`config.mk`:
```
export PLATFORM = sky130hd
export DESIGN_NAME = wave_osc
export DESIGN_NICKNAME = d
export VERILOG_FILES = /design/src/rtl/wave_osc.sv
export SDC_FILE = /design/constraint.sdc
export NUM_CORES = 1
export LEC_CHECK = 0
export ABC_AREA = 1
export BUFFER_PORTS_ARGS = -buffer_cell sky130_fd_sc_hd__buf_4
export CORE_ASPECT_RATIO = 1.5
export CORE_MARGIN = 2
export CORE_UTILIZATION = 50
export CTS_BUF_LIST = sky130_fd_sc_hd__clkbuf_4 sky130_fd_sc_hd__clkbuf_8
export CTS_CLUSTER_SIZE = 8
export DETAILED_ROUTE_END_ITERATION = 6
export PLACE_DENSITY = 0.67
export SETUP_SLACK_MARGIN = 0.2
export SLEW_MARGIN = 10
export SYNTH_ARGS = -nofsm -noshare
export SYNTH_HDL_FRONTEND = slang
export SYNTH_SLANG_ARGS = --single-unit
export TNS_END_PERCENT = 50
```
`constraint.sdc`:
```
create_clock -name clk -period 8.6 [get_ports clk]
set_input_delay 0.86 -clock clk [delete_from_list [all_inputs] [get_ports clk]]
set_output_delay 0.86 -clock clk [all_outputs]
set_load 0.02 [all_outputs]
```
`src/rtl/wave_osc.sv`:
```
module wave_osc #(
  parameter int PHASE_W    = 24,
  parameter int SAMPLE_W   = 16,
  parameter int LUT_AW     = 8,
  parameter bit FULL_TABLE = 1'b0,
  parameter int SQ_SHIFT   = 1
) (
  input  logic                       clk,
  input  logic                       rst,
  input  logic [PHASE_W-1:0]         inc_i,
  input  logic [1:0]                 wave_sel_i,
  input  logic                       left_rdy_i,
  output logic signed [SAMPLE_W-1:0] sample_o,
  output logic [SAMPLE_W-1:0]        dac_left_o,
  output logic [SAMPLE_W-1:0]        dac_right_o
);
  localparam int N      = 1 << LUT_AW;
  localparam int AMP    = (1 << (SAMPLE_W-1)) - 1;
  localparam int SQ_AMP = AMP >>> SQ_SHIFT;
  localparam logic signed [SAMPLE_W-1:0] SQ_POS = SAMPLE_W'(SQ_AMP);
  localparam logic signed [SAMPLE_W-1:0] SQ_NEG = -SQ_POS;

  function automatic int sin_code(input int j);
    real x;
    x = AMP * $sin(2.0 * 3.14159265358979323846 * (j + 0.5) / (4.0 * N));
    return (x >= 0.0) ? $rtoi(x + 0.5) : -$rtoi(0.5 - x);
  endfunction

  logic [PHASE_W-1:0]         phase_q, inc_q;
  logic signed [SAMPLE_W-1:0] sample_q, saw_w, sq_w, tri_w, sin_w, wave_w;
  logic [SAMPLE_W-1:0]        top_w;
  logic [SAMPLE_W-2:0]        fold_w;

  assign top_w  = phase_q[PHASE_W-1 -: SAMPLE_W];
  assign saw_w  = {~top_w[SAMPLE_W-1], top_w[SAMPLE_W-2:0]};
  assign sq_w   = phase_q[PHASE_W-1] ? SQ_NEG : SQ_POS;
  assign fold_w = top_w[SAMPLE_W-1] ? ~top_w[SAMPLE_W-2:0] : top_w[SAMPLE_W-2:0];
  assign tri_w  = {~fold_w[SAMPLE_W-2], fold_w[SAMPLE_W-3:0], 1'b0};

  generate
    if (FULL_TABLE) begin : g_full
      logic signed [SAMPLE_W-1:0] rom [4*N];
      initial for (int j = 0; j < 4*N; j++) rom[j] = SAMPLE_W'(sin_code(j));
      assign sin_w = rom[phase_q[PHASE_W-1 -: LUT_AW+2]];
    end else begin : g_quarter
      logic [SAMPLE_W-2:0] rom [N];
      logic [1:0]          quad;
      logic [LUT_AW-1:0]   idx, addr;
      logic signed [SAMPLE_W-1:0] mag;
      initial for (int i = 0; i < N; i++) rom[i] = (SAMPLE_W-1)'(sin_code(i));
      assign quad  = phase_q[PHASE_W-1 -: 2];
      assign idx   = phase_q[PHASE_W-3 -: LUT_AW];
      assign addr  = quad[0] ? ~idx : idx;
      assign mag   = {1'b0, rom[addr]};
      assign sin_w = quad[1] ? -mag : mag;
    end
  endgenerate

  always_comb begin
    case (wave_sel_i)
      2'd0:    wave_w = saw_w;
      2'd1:    wave_w = sq_w;
      2'd2:    wave_w = tri_w;
      default: wave_w = sin_w;
    endcase
  end

  always_ff @(posedge clk) begin
    if (rst) begin
      phase_q  <= '0;
      inc_q    <= '0;
      sample_q <= '0;
    end else begin
      inc_q <= inc_i;
      if (left_rdy_i) begin
        sample_q <= wave_w;
        phase_q  <= phase_q + inc_q;
      end
    end
  end

  assign sample_o    = sample_q;
  assign dac_left_o  = {~sample_q[SAMPLE_W-1], sample_q[SAMPLE_W-2:0]};
  assign dac_right_o = {1'b1, {(SAMPLE_W-1){1'b0}}};
endmodule

```
; ---- After elaboration in Yosys (flattened, before gate mapping)
; Memory sizes are Yosys's and may differ from the RTL's.
; Index checks and enable logic that the tools add are counted.
[op_classes]
n_eq_ne = 2
n_reduce_logical = 1
n_bitwise = 5
add_sub_neg = 2
n_mux = 5
[op_table]
columns = cell, n
row1 = one-hot mux 16 bit (3 select lines), 1
row2 = two-way mux 16 bit, 2
row3 = adder 24 bit, 1
row4 = negation 15 -> 16 bit, 1
row5 = two-way mux 15 bit, 1
row6 = NOT 15 bit, 1
row7 = two-way mux 8 bit, 1
row8 = NOT 8 bit, 1
row9 = NOT 1 bit, 3
row10 = == test 2 x 1 -> 1 bit (second input constant), 1
row11 = == test 2 bit (second input constant), 1
row12 = zero test 2 bit, 1
[totals]
elab_cells = 19
input_bits = 29
output_inout_bits = 48
romBits = 3840
mem_count = 1
regBits = 64
[memory_table]
columns = name, words, width, read_ports, rd_ports_with_merged_regs, wr, line_no
row1 = g_quarter.rom, 256, 15, 1, 0, 0, 46  ; logic [SAMPLE_W-2:0] rom [N];

; ---- Longest topological paths before layout
; An unclocked memory read counts as a cell.
[logic_depth]
word_depth = 6
depth_mapped = 27

; ---- Worst setup path after synthesis
; No wires, ideal clock.
[synth_path]
path_type = reg-to-reg
from = register phase_q[22]
to = register sample_q[6], in the netlist sample_o[6]
setup_slack_ps = 5604
stages_incl_launch_ff = 22
n_path_buf = 3
synth_period_minus_slack_ps = 2996
t_arrival_ps = 2926
cell_sequence = dfxtp_1 buf_6 inv_4 buf_6 nand2_1 nand2_2 ha_1 inv_1 nand3_1 buf_2 nand3_1 a21oi_1 nor2_1 nor2_1 nand3_1 nand2_2 ha_1 nand3_2 o21ai_4 xor2_1 nand2_1 a21oi_1
[synth_between]
elab_chain_cells = 5
[synth_lines]
columns = item, line_no
row1 = from (decl), 29  ; logic [PHASE_W-1:0] phase_q, inc_q;
row2 = from (signal assigned), 77  ; phase_q <= phase_q + inc_q;
row3 = two-way mux 8 bit *, 53  ; assign addr = quad[0] ? ~idx : idx;
row4 = memory read (256 x 15 bit) *, --
row5 = negation 15 -> 16 bit, 55  ; assign sin_w = quad[1] ? -mag : mag;
row6 = two-way mux 16 bit *, 55
row7 = one-hot mux 16 bit (3 select lines) *, 60  ; case (wave_sel_i)
row8 = to (signal assigned), 76  ; sample_q <= wave_w;
row9 = to (decl), 30  ; logic signed [SAMPLE_W-1:0] sample_q, saw_w, sq_w, tri_w, sin_w, wave_w;
; Every way passes the cells marked *; elsewhere a longest branch is shown, timed or not.
; A chain may end at the register's enable or synchronous reset.

; ---- Final worst setup path
; Ends and elaborated chain as after synthesis.

==> results.sh <==
export IMPL_die_x_um=111
export IMPL_grt_overflow=0
export IMPL_syn_instance_count=1515
export IMPL_grt_max_degree=77
export IMPL_final_area_sq_mm=0.00883
export IMPL_maxSlewViolCount=0
export IMPL_post_dp_hpwl_um=28400
export IMPL_setup_tns_ns=0
export IMPL_clk_pin_slew_ns=0.07
export IMPL_status="finished with violations"
export IMPL_async_flop_share=0
export IMPL_ctsResizeCount=0
export IMPL_worst_pin_slew_ns=1.11
export IMPL_initial_utilization=0.511
export IMPL_grt_pass1_vias=10000
export IMPL_rows=58
export IMPL_reg2reg_setup_slack_ns=3.51
export IMPL_ys_warn_count=0
export IMPL_finalCriticalPeriod_ns=5.09
export IMPL_synth_area_sq_mm=0.00857
export IMPL_synth_edff_count=0
export IMPL_cts_hold_buffers_added=0
export IMPL_wl_per_cell_um=23.5
export IMPL_drv_cap=0
export IMPL_critPathLaunchType="register"
export IMPL_dp_cells=1696
export IMPL_antenna_cells=0
export IMPL_postCtsSetupRepairBufs=0
export IMPL_die_area_sq_mm=0.0182
export IMPL_wirelength_um=40200
export IMPL_synthToLayoutAreaGrowth_pct=3.10
export IMPL_fin_nets=1569
export IMPL_violations="design-rule violations"
export IMPL_initialDrtViolationCount=1325
export IMPL_cts_root_buffer="clkbuf_8"
export IMPL_yosysMostFrequentCell="nand2_1"
export IMPL_yosysUniqueCellTypes=46
export IMPL_hold_ws_ns=0.514
export IMPL_synthTopCellsByCount="425 x nand2_1, 276 x nand3_1, 147 x inv_1"
export IMPL_synthTopCellsByArea="nand2_1 19%, nand3_1 16%, dfxtp_1 15%, inv_1 6.4%, ha_1 6.1%"
export IMPL_clkLatencyLatePin_ns=0.36
export IMPL_cts_buffers=9
export IMPL_clk_path_buf_depth=2
export IMPL_reg2reg_from="phase_q[22]$_SDFFE_PP0P_"
export IMPL_cts_tree="yes"
export IMPL_clock_skew_ns=0.0109
export IMPL_hp_class="register to register"
export IMPL_ys_ff_latch=64
export IMPL_grt_first_pass_wirelength_um=59900
export IMPL_port_buffers=60
export IMPL_drtPass1Iterations=7
export IMPL_synth_top_area_cell="nand2_1"
export IMPL_period_share=0.592
export IMPL_cp_startpoint="phase_q[22]$_SDFFE_PP0P_"
export IMPL_routabilityCongestion=1.17
export IMPL_viasPerCell=6.23
export IMPL_ys_seq_area_frac=0.150
export IMPL_die_h_um=164
export IMPL_ys_flop_type="dfxtp_1"
export IMPL_path_max_fanout=17
export IMPL_ios=77
export IMPL_drcViolationCount=25
export IMPL_powerDensity_mw_per_mm2=201
export IMPL_syn_avg_cell_area_sq_um=5.66
export IMPL_vdd_drop_max_mv=0.159
export IMPL_track_usage=0.435
export IMPL_relSlewSlack=0.259
export IMPL_htree_levels=3
export IMPL_coreArea_sq_mm=0.0168
export IMPL_fin_cells=1709
export IMPL_rsz0062_at_grt="no"
export IMPL_yosysTopAreaCellShare=0.186
export IMPL_hold_viol_final=0
export IMPL_leakage_nw=4.72
export IMPL_worstPathArrival_ns=5.37
export IMPL_worstSetupPathType="register to register"
export IMPL_num_vias=10700
export IMPL_fmax_mhz=197
export IMPL_required_ns=8.88
export IMPL_drive_gt1_frac=0.0921
export IMPL_end_kind="register"
export IMPL_setup_viol=0
export IMPL_worstHoldStart="sample_o[15]$_SDFFE_PP0P_"
export IMPL_cts_sinks=64
export IMPL_placed_cell_area_sq_mm=0.00866
export IMPL_antenna_left=0
export IMPL_antenna_found_initial=1
-- final cells by class --
class / instances / area (sq um)
well taps: 210 / 263
clock buffers: 13 / 179
inverters: 153 / 579
repair buffers: 70 / 526
multi-input cells: 1199 / 6010
flip-flops and latches: 64 / 1280
fillers: 1882 / 7930
-- power by group --
part / switching (mW) / internal, mW / total [mW] / leakage (nW)
Clock: 0.113 / 0.131 / 0.244 / 0.0935
Sequential: 0.0252 / 0.320 / 0.345 / 0.532
Combinational: 0.873 / 0.314 / 1.19 / 4.09
Total: 1.01 / 0.766 / 1.78 / 4.72
-- critical path, stage by stage (launching register included) --
cell,delay (ns)
dfxtp_1,0.84
nand2_1,0.15
nand2_2,0.32
ha_1,0.54
nand3_1,0.75
nand3_1,0.33
nand3_1,0.31
nand3_1,0.17
nand2_1,0.06
nand2_1,0.05
nand3_1,0.30
nand2_1,0.36
nand3_2,0.16
o21ai_4,0.28
xor2_1,0.18
nand2_1,0.06
a21oi_1,0.14
-- worst paths after layout --
| kind | to | cells past startpoint |
|---|---|---|
| worst max register to register | sample_o[6]$_SDFFE_PP0P_ | 16 |
| worst min-delay path | sample_o[15]$_SDFFE_PP0P_ | 2 |
| worst max-delay path | sample_o[6]$_SDFFE_PP0P_ | 16 |
| worst min register to register | sample_o[15]$_SDFFE_PP0P_ | 2 |
-- per-layer routing --
metal / GRT usage / up-vias / part of all wire
met5: 0 / - / 0.00040
met4: 0.444 / 2 / 0.12
met3: 0.115 / 264 / 0.10
met2: 0.702 / 703 / 0.45
met1: 0.446 / 4792 / 0.33
li1: - / 4890 / -
-- cells in the final DEF, fill, tap and decap left out, drive strengths merged, types with 2 or more instances in the layout --
master / count
a21o: 4
inv: 152
nor3: 5
a311oi: 10
dfxtp: 64
a21oi: 80
clkbuf: 13
nand3b: 2
o21bai: 3
a31oi: 15
o21ai: 91
ha: 42
nand3: 278
nand2: 454
nor4: 3
nor2: 134
or2: 4
xnor2: 10
conb: 16
buf: 70
xor2: 14
o211ai: 11
nand4: 16
-- metrics by stage --
| step | power, mW | utilization | setup WS, ns |
|---|---|---|---|
| finish | 1.78 | 0.527 | 3.51 |
| global route | 1.87 | 0.527 | 3.31 |
| CTS | 1.70 | 0.527 | 4.22 |
| detailed placement | 1.45 | 0.516 | 4.24 |
| global placement | 1.46 | 0.516 | 4.22 |
| floorplan | 1.15 | - | 5.60 |
-- registers in the layout, indices dropped and copies added, names as in the netlist --
signal,cells
inc_q,24
phase_q,24
sample_o,16
-- kinds of logic after synthesis --
family                   count (synthesis)  share of synthesized area
AND/OR/NAND/NOR                        898                      0.461
buffers and inverters                  266                      0.157
AO/OA/AOI/OAI                          218                      0.143
flip-flops                              64                      0.150
adder cells (fa/ha/maj)                 43                     0.0637
XOR/XNOR                                24                     0.0254
other                                    2                   0.000876
No activity file was read; power rests on OpenSTA's default activity.
